## src/rtl/skip_pkg.sv

```systemverilog
package skip_pkg;

  typedef enum logic {
    MODE_ROTATE  = 1'b0,
    MODE_BALANCE = 1'b1
  } skip_mode_e;

endpackage

```

## src/rtl/skip_edge_det.sv

```systemverilog
module skip_edge_det (
  input  logic clk,
  input  logic rst,
  input  logic pwm_in,
  output logic pulse_start
);

  // Reset to 1: a pulse already high at reset release is not seen as a new edge.
  logic pwm_q;

  always_ff @(posedge clk) begin
    if (rst) pwm_q <= 1'b1;
    else     pwm_q <= pwm_in;
  end

  assign pulse_start = pwm_in & ~pwm_q;

endmodule

```

## src/rtl/skip_frame_seq.sv

```systemverilog
module skip_frame_seq
  import skip_pkg::*;
#(
  parameter int NB = 8,
  parameter int RW = 4,
  parameter int PW = 3,
  parameter int KW = 4
) (
  input  logic             clk,
  input  logic             rst,
  input  logic             pulse_start,
  input  skip_mode_e       mode_in,
  input  logic [NB-1:0]    mask_in,
  input  logic [RW-1:0]    ratio_in,
  output logic [PW-1:0]    pos_now,
  output skip_mode_e       mode_now,
  output logic [NB-1:0]    mask_now,
  output logic [KW-1:0]    k_now
);

  logic [PW-1:0] pos_q;
  skip_mode_e    mode_q;
  logic [NB-1:0] mask_q;
  logic [KW-1:0] k_q;
  logic          frame_start;
  logic          frame_last;
  int            frame_len;

  function automatic logic [KW-1:0] clamp_k(input logic [RW-1:0] r);
    int v;
    v = int'(r);
    if (v < 2)       v = 1;
    else if (v > NB) v = NB;
    return KW'(v);
  endfunction

  // Settings come straight from the inputs on the first pulse of a frame.
  assign frame_start = (pos_q == '0);
  assign mode_now    = frame_start ? mode_in            : mode_q;
  assign mask_now    = frame_start ? mask_in            : mask_q;
  assign k_now       = frame_start ? clamp_k(ratio_in)  : k_q;
  assign pos_now     = pos_q;

  always_comb begin
    frame_len  = (mode_now == MODE_BALANCE) ? int'(k_now) : NB;
    frame_last = (int'(pos_q) == frame_len - 1);
  end

  always_ff @(posedge clk) begin
    if (rst) begin
      pos_q  <= '0;
      mode_q <= MODE_ROTATE;
      mask_q <= '0;
      k_q    <= KW'(1);
    end else if (pulse_start) begin
      pos_q  <= frame_last ? '0 : pos_q + PW'(1);
      mode_q <= mode_now;
      mask_q <= mask_now;
      k_q    <= k_now;
    end
  end

endmodule

```

## src/rtl/skip_bank_gate.sv

```systemverilog
module skip_bank_gate
  import skip_pkg::*;
#(
  parameter int PW   = 3,
  parameter int KW   = 4,
  parameter int BANK = 0
) (
  input  logic          clk,
  input  logic          rst,
  input  logic          pwm_in,
  input  logic          pulse_start,
  input  logic [PW-1:0] pos_now,
  input  skip_mode_e    mode_now,
  input  logic          hot_now,
  input  logic [KW-1:0] k_now,
  output logic          gate
);

  logic pass_q;
  logic pass_new;
  logic pass_use;

  always_comb begin
    if (mode_now == MODE_ROTATE)
      pass_new = (int'(pos_now) != BANK);
    else
      pass_new = !(hot_now && (int'(k_now) >= 2) &&
                   (int'(pos_now) == int'(k_now) - 1));
    pass_use = pulse_start ? pass_new : pass_q;
  end

  always_ff @(posedge clk) begin
    if (rst) begin
      pass_q <= 1'b0;
      gate   <= 1'b0;
    end else begin
      if (pulse_start) pass_q <= pass_new;
      gate <= pwm_in & pass_use;
    end
  end

endmodule

```

## src/rtl/pwm_skip_mod.sv

```systemverilog
module pwm_skip_mod
  import skip_pkg::*;
#(
  parameter int NUM_BANKS = 8,
  parameter int RATIO_W   = 4
) (
  input  logic                 clk,
  input  logic                 rst,
  input  logic                 pwm_in,
  input  logic [NUM_BANKS-1:0] hot_mask,
  input  logic                 bal_mode,
  input  logic [RATIO_W-1:0]   skip_ratio,
  output logic [NUM_BANKS-1:0] gate_out
);

  localparam int POS_W = (NUM_BANKS > 1) ? $clog2(NUM_BANKS) : 1;
  localparam int K_W   = $clog2(NUM_BANKS + 1);

  logic                 pulse_start;
  logic [POS_W-1:0]     pos_now;
  skip_mode_e           mode_now;
  logic [NUM_BANKS-1:0] mask_now;
  logic [K_W-1:0]       k_now;
  skip_mode_e           mode_in;

  assign mode_in = skip_mode_e'(bal_mode);

  skip_edge_det i_edge (
    .clk         (clk),
    .rst         (rst),
    .pwm_in      (pwm_in),
    .pulse_start (pulse_start)
  );

  skip_frame_seq #(
    .NB (NUM_BANKS),
    .RW (RATIO_W),
    .PW (POS_W),
    .KW (K_W)
  ) i_seq (
    .clk         (clk),
    .rst         (rst),
    .pulse_start (pulse_start),
    .mode_in     (mode_in),
    .mask_in     (hot_mask),
    .ratio_in    (skip_ratio),
    .pos_now     (pos_now),
    .mode_now    (mode_now),
    .mask_now    (mask_now),
    .k_now       (k_now)
  );

  for (genvar b = 0; b < NUM_BANKS; b++) begin : g_bank
    skip_bank_gate #(
      .PW   (POS_W),
      .KW   (K_W),
      .BANK (b)
    ) i_gate (
      .clk         (clk),
      .rst         (rst),
      .pwm_in      (pwm_in),
      .pulse_start (pulse_start),
      .pos_now     (pos_now),
      .mode_now    (mode_now),
      .hot_now     (mask_now[b]),
      .k_now       (k_now),
      .gate        (gate_out[b])
    );
  end

endmodule

```

## config.mk

```make
export PLATFORM = sky130hd
export DESIGN_NAME = pwm_skip_mod
export DESIGN_NICKNAME = d
export VERILOG_FILES = /design/src/rtl/skip_pkg.sv /design/src/rtl/skip_edge_det.sv /design/src/rtl/skip_frame_seq.sv /design/src/rtl/skip_bank_gate.sv /design/src/rtl/pwm_skip_mod.sv
export SDC_FILE = /design/constraint.sdc
export NUM_CORES = 1
export LEC_CHECK = 0
export BUFFER_PORTS_ARGS = -buffer_cell sky130_fd_sc_hd__buf_2
export CORE_MARGIN = 1.5
export CORE_UTILIZATION = 60
export DETAILED_ROUTE_END_ITERATION = 6
export PLACE_DENSITY = 0.84
export SLEW_MARGIN = 10
export SYNTH_ARGS = -nofsm -noshare
export SYNTH_HDL_FRONTEND = slang
export SYNTH_HIERARCHICAL = 1
export SYNTH_SLANG_ARGS = --single-unit
```

## constraint.sdc

```tcl
create_clock -name clk -period 4.05 [get_ports clk]
set_input_delay 0.405 -clock clk [delete_from_list [all_inputs] [get_ports clk]]
set_output_delay 0.405 -clock clk [all_outputs]
set_load 0.1 [all_outputs]
```

==> run metrics, run 1 <==
post-CTS resize count=0; mux share of post-synthesis cell area=0.04165; Post-Synth XOR/XNOR Area=0.07288; Worst path slowest cell=mux2_2; Max Cap Viol=0; Post-synth EDFFs=0; r2r startpoint=i_seq/pos_now[0]; antenna violations before repair=0; post-synthesis sequential area ratio=0.2499; Syn Area/Cell=8.447 um^2; post-synthesis net count=348; Crit Path Max Fanout=40; largest cells by area after synthesis=dfxtp_1 (25%), ha_1 (9.0%), xnor2_1 (5.0%); Initial DRT Pass Iterations=4; Adder-Cell Fraction of Synth Area=0.08992; count of final hold-check violations=0; power density over cell area=310.5 mW/mm^2; post-synthesis cell count=about 310; worst relative slew slack=0.4802; RSZ-0062 raised after global routing=false; largest net degree at the start of global routing=43; global placer's final weighted congestion=0.7847; average wire per standard cell=15.14 um; synthesized flop and latch total=33; ys flop type=dfxtp_1; H-tree depth=2; busiest grt layer=met2; Min-Delay Path Depth=3; number of I/O port buffers=23; Simple-Gate Fraction of Synth Area=0.2433; Initial Util=0.6424; Clock transition at path regs=0.07 ns; CP Capture Type=flop; slew of the pin with the lowest slew margin=between 0.7 and 0.8 ns; crit path DAT=3.44 ns; Area Overhead vs Synth=9.654%; DP Area=0.002798 mm^2; Final Setup Violations=0; grt total ovfl=0; R2R Path End=i_seq/pos_now[0]; Hold EP=i_seq/mask_q[3]; ANT cells=0; Final Net Count=374; Worst Reg-to-Reg Cells=11; critical path type=flop to flop; LEAKAGE=roughly 1.2 nW; Placement Setup Slack=between 0.7 and 0.8 ns; first-pass GRT wire length=10,360 um; period utilization=0.8124; clk sinks=33; vias in the first global route=~2,300; CP max stage delay=0.70 ns; cts hold-fix bufs=0; Ys Warns=6; post-route minimum period=3.290 ns; Worst IR Drop VDD=0.0002126 V; crit-path cells=inv_1 > ha_1 > nor2b_4 > mux2_2 > nand2_1 > ha_1 > nor2b_1 > o32a_1 > o211a_2 > o311ai_1 > a21oi_1; core area=a little over 0.004 mm^2; Max Clk Rate=303.9 MHz; design area=0.002899 mm^2; compound-gate portion of the synthesized area=0.2414; maximum buffer depth of the clock tree=2; Final WS setup=roughly 0.76 ns; antenna viol nets, final=0; Setup crit start kind=flop; Hold Startpoint=hot_mask[3]; Slew Viols, Final=0; largest family of logic cells by synthesized area=simple AND/OR/NAND/NOR gates; Die Height=69.38 um; vias per cell=6.105; met2 Use GR=0.4274; final setup TNS=0 ns; latest clock arrival within the worst-skew pair=0.28 ns; layout cells sized above 1=0.1765; full die area=approximately 0.0048 mm^2; Clock Skew=between 0.003 and 0.004 ns; run status=completed; Post-DP HPWL=3800 um; Hold Crit Class=primary input to flop; total track usage=0.2608; fill count=347; die width=just under 70 um; FP Rows=23; asr flop ratio synth=0; 1st-iter DRT viols=153; flop-to-flop setup slack=0.76 ns; met3 GRT Util=0.05378; CTS tree=yes; final wirelength=5903 um; most frequent CP cell=ha_1; Num CTS Buffers=5; largest area contributor in the netlist=dfxtp_1; Vias=roughly 2,400; root buf cell=clkbuf_8; drc violations=0; Yosys cell types=62; Yosys top cell area share=0.2499; routing usage on met1=0.3390; Mapped Area=0.002644 mm^2; IO Pins=24; CP Data Required Time=4.20 ns; Setup Fix Bufs, Post-CTS=0
-- synthesized netlist by cell type (7+ instances only) --
cell type and instances:
dfxtp_1 33, nand2_1 29, inv_1 27, a21oi_1 19
ha_1 19, nor2_1 17, xnor2_1 15, nand2b_1 14
a311oi_1 10, nor3_1 10, nor2b_1 9, mux2i_1 7
xor2_1 7
-- layout by cell type, fill, tap and decap left out, drive strengths merged, types with 3 or more instances in the layout --
cell,netlist,layout
dfxtp,33,33
nand2,29,29
inv,28,28
buf,4,27
a21oi,19,19
ha,19,19
nor2,17,17
xnor2,15,15
nand2b,15,15
nor3,10,10
a311oi,10,10
nor2b,10,10
mux2i,8,8
clkbuf,4,7
xor2,7,7
a211oi,6,6
nand3,5,5
o21bai,5,5
nor4,5,5
a211o,5,5
o311ai,4,4
or2,4,4
o31a,4,4
and3,3,3
nand4b,3,3
o31ai,3,3
-- worst max-delay path: cells and delay by family, from the launching register on --
family          cells  cell delay (ns)
buf+inv             1             0.11
mux                 1             0.70
simple gates        3             0.69
compound gates      4             0.86
flops               1             0.31
fa+ha+maj           2             0.48
-- through the flow --
stage,hold WS [ns],power [mW],instances,utilization
floorplan,0.4490,0.5734,313,-
global placement,0.4669,0.6174,382,0.6798
detailed placement,0.4725,0.6274,382,0.6798
CTS,0.3982,0.9062,390,0.7045
global route,0.4165,0.9521,390,0.7045
finish,0.4063,0.9002,390,0.7045
-- state kept, by name, indices dropped and copies added (netlist names) --
name                  flops
g_bank.i_gate/pass_q      8
i_seq/mask_q              8
i_edge/pwm_q              1
i_seq/k_q                 4
g_bank.i_gate/gate        8
i_seq/pos_now             3
i_seq/mode_q              1
-- kinds of logic (layout without fill, tap and decap cells) --
kind of cell	count (synthesis)	after routing
buffers and inverters	36	63
xor gates and xnor gates	22	22
and+or+nand+nor	114	114
AOI/OAI and AO/OA	79	79
DFF	33	33
adders and majority gates	19	19
muxes	10	10
-- how the worst max path moves through the flow --
stage                           startpoint                to  slack [ns]
after global routing      i_seq/pos_now[0]  i_seq/pos_now[2]        0.52
after detailed placement  i_seq/pos_now[0]  i_seq/pos_now[0]        0.78
after global placement    i_seq/pos_now[0]  i_seq/pos_now[1]        0.96
after floorplan           i_seq/pos_now[0]  i_seq/pos_now[1]        0.84
final                     i_seq/pos_now[0]  i_seq/pos_now[0]        0.76
after CTS                 i_seq/pos_now[0]  i_seq/pos_now[0]        0.78
-- cell type report --
cell class | instances | area (um^2) | area share
Inverter | 28 | 105.1 | 0.03625
Sequential cell | 33 | 660.6 | 0.2279
Clock inverter | 1 | 5.005 | 0.001726
Clock buffer | 7 | 96.34 | 0.03323
Tap cell | 50 | 62.56 | 0.02158
Timing Repair Buffer | 27 | 145.1 | 0.05006
Multi-Input combinational cell | 244 | 1824 | 0.6293
-- report_power, final --
part / internal [mW] / switching, mW / total, mW
combinational: 0.112 / 0.166 / 0.278
clock: 0.154 / 0.125 / 0.278
sequential: 0.338 / 0.00586 / 0.344
total: 0.604 / 0.296 / 0.900
-- per-layer routing --
metal	vias up	share of wire
li1	1199	-
met1	1111	0.46
met2	65	0.47
met3	6	0.053
met4	0	0.011
met5	-	0
Power figures use the tool's default switching activity.
==> run 2: changes to the inputs <==
clock period = 3.2 ns   (was 4.05 ns; I/O delays follow)
==> run metrics, run 2 (same netlist as run 1, synthesis figures left out) <==
run status=completed; CP Capture Type=flop; antenna violations before repair=0; Setup Fix Bufs, Post-CTS=0; power density over cell area=374.3 mW/mm^2; total track usage=0.2575; Setup crit start kind=flop; RSZ-0062 raised after global routing=false; fin util=0.7106; Clock Skew=0.004651 ns; Vias=2,389; largest net degree at the start of global routing=43; Max Clk Rate=344.3 MHz; Final Setup Violations=0; most common cell after layout, fill and taps aside=dfxtp_1; root buf cell=clkbuf_8; Slew Viols, Final=0; Crit Path Max Fanout=25; design area=around 0.0029 mm^2; Final Non-Filler Cells=396; Initial Util=0.6424; Max Cap Viol=0; grt total ovfl=0; clk sinks=33; Die Height=69.38 um; layout cells sized above 1=0.1850; Num CTS Buffers=5; global placer's final weighted congestion=~0.8; ANT cells=0; maximum buffer depth of the clock tree=2; slew of the pin with the lowest slew margin=approximately 0.57 ns; full die area=0.004814 mm^2; count of final hold-check violations=0; CTS tree=yes; critical path type=flop to flop; 1st-iter DRT viols=105; vias per cell=6.033; die width=69.38 um; number of I/O port buffers=23; DP Area=0.002844 mm^2; post-CTS resize count=0; IO Pins=24; antenna viol nets, final=0; first-pass GRT wire length=roughly 10,000 um; biggest regs=g_bank.i_gate/gate x8, g_bank.i_gate/pass_q x8, i_seq/mask_q x8; Area Overhead vs Synth=10.60%; H-tree depth=2; drc violations=0; Final Net Count=380; cts hold-fix bufs=0; CP Data Required Time=roughly 3.4 ns; average wire per standard cell=around 15 um; LEAKAGE=~1.2 nW; core area=0.004115 mm^2; final wirelength=5854 um; Initial DRT Pass Iterations=4; commonest cells after routing, fill and taps aside=dfxtp_1 (32), nand2_1 (29), inv_1 (27); Post-DP HPWL=around 3800 um; Hold Crit Class=primary input to flop; period utilization=0.9076; post-route minimum period=2.904 ns; FP Rows=23; placed cells=388; worst relative slew slack=0.6207; vias in the first global route=2,197; worst hold slack=0.3233 ns; crit path DAT=around 3.1 ns; Worst IR Drop VDD=0.0002417 V; latest clock arrival within the worst-skew pair=0.29 ns; Clock transition at path regs=0.06 ns; final setup TNS=0 ns
[run 2: cell count changes in the layout (fill, tap and decap cells not counted), sizes merged]
cell,change
buf,+6
clkbuf,+1
clkinv,-1
[run 2: final timing paths]
| kind | slack (ns) | cells after the start | startpoint | to |
|---|---|---|---|---|
| setup reg to reg | 0.30 | 10 | i_seq/pos_now[0] | g_bank[5].i_gate/gate |
| hold / removal | 0.32 | 3 | hot_mask[6] | i_seq/mask_q[6] |
| hold reg to reg | 0.48 | 2 | i_seq/mask_q[5] | i_seq/mask_q[5] |
| setup / recovery | 0.30 | 10 | i_seq/pos_now[0] | g_bank[5].i_gate/gate |
[run 2: report_power, final]
group          switching [mW]  internal (mW)  total, mW
logic                   0.209          0.148      0.357
registers             0.00760          0.429      0.436
clock network           0.147          0.154      0.301
[run 2: cell type report]
cell class              instances  area (um^2)
clock buffers                   8        80.08
repair buffers                 33        190.2
flip-flops and latches         33        661.9
well taps                      50        62.56
fillers                       346         1191
inverters                      28        105.1
multi-input cells             244         1824
[run 2: metrics by stage]
stage | setup WS, ns | power (mW)
3_3_place_gp | 0.3882 | 0.7893
6_report | 0.2956 | 1.095
4_1_cts | 0.3080 | 1.101
5_1_grt | 0.1051 | 1.163
2_1_floorplan | 0.07293 | 0.7259
3_5_place_dp | 0.3485 | 0.7987
[run 2: critical path: stages, from the launching register on]
cell and delay [ns]:
dfxtp_2 0.32, inv_1 0.09, ha_1 0.24, nor3b_1 0.36, a22o_4 0.37, inv_1 0.11
ha_1 0.21, or4_1 0.51, o2111ai_1 0.09, and4bb_1 0.24, nor4b_2 0.26
[run 2: routing by layer]
layer	GRT usage	routed length, um	up-vias
met5	0	0	-
met4	0.08497	69	0
met3	0.05087	258	6
met2	0.4220	2771	51
met1	0.3394	2754	1124
li1	-	-	1208
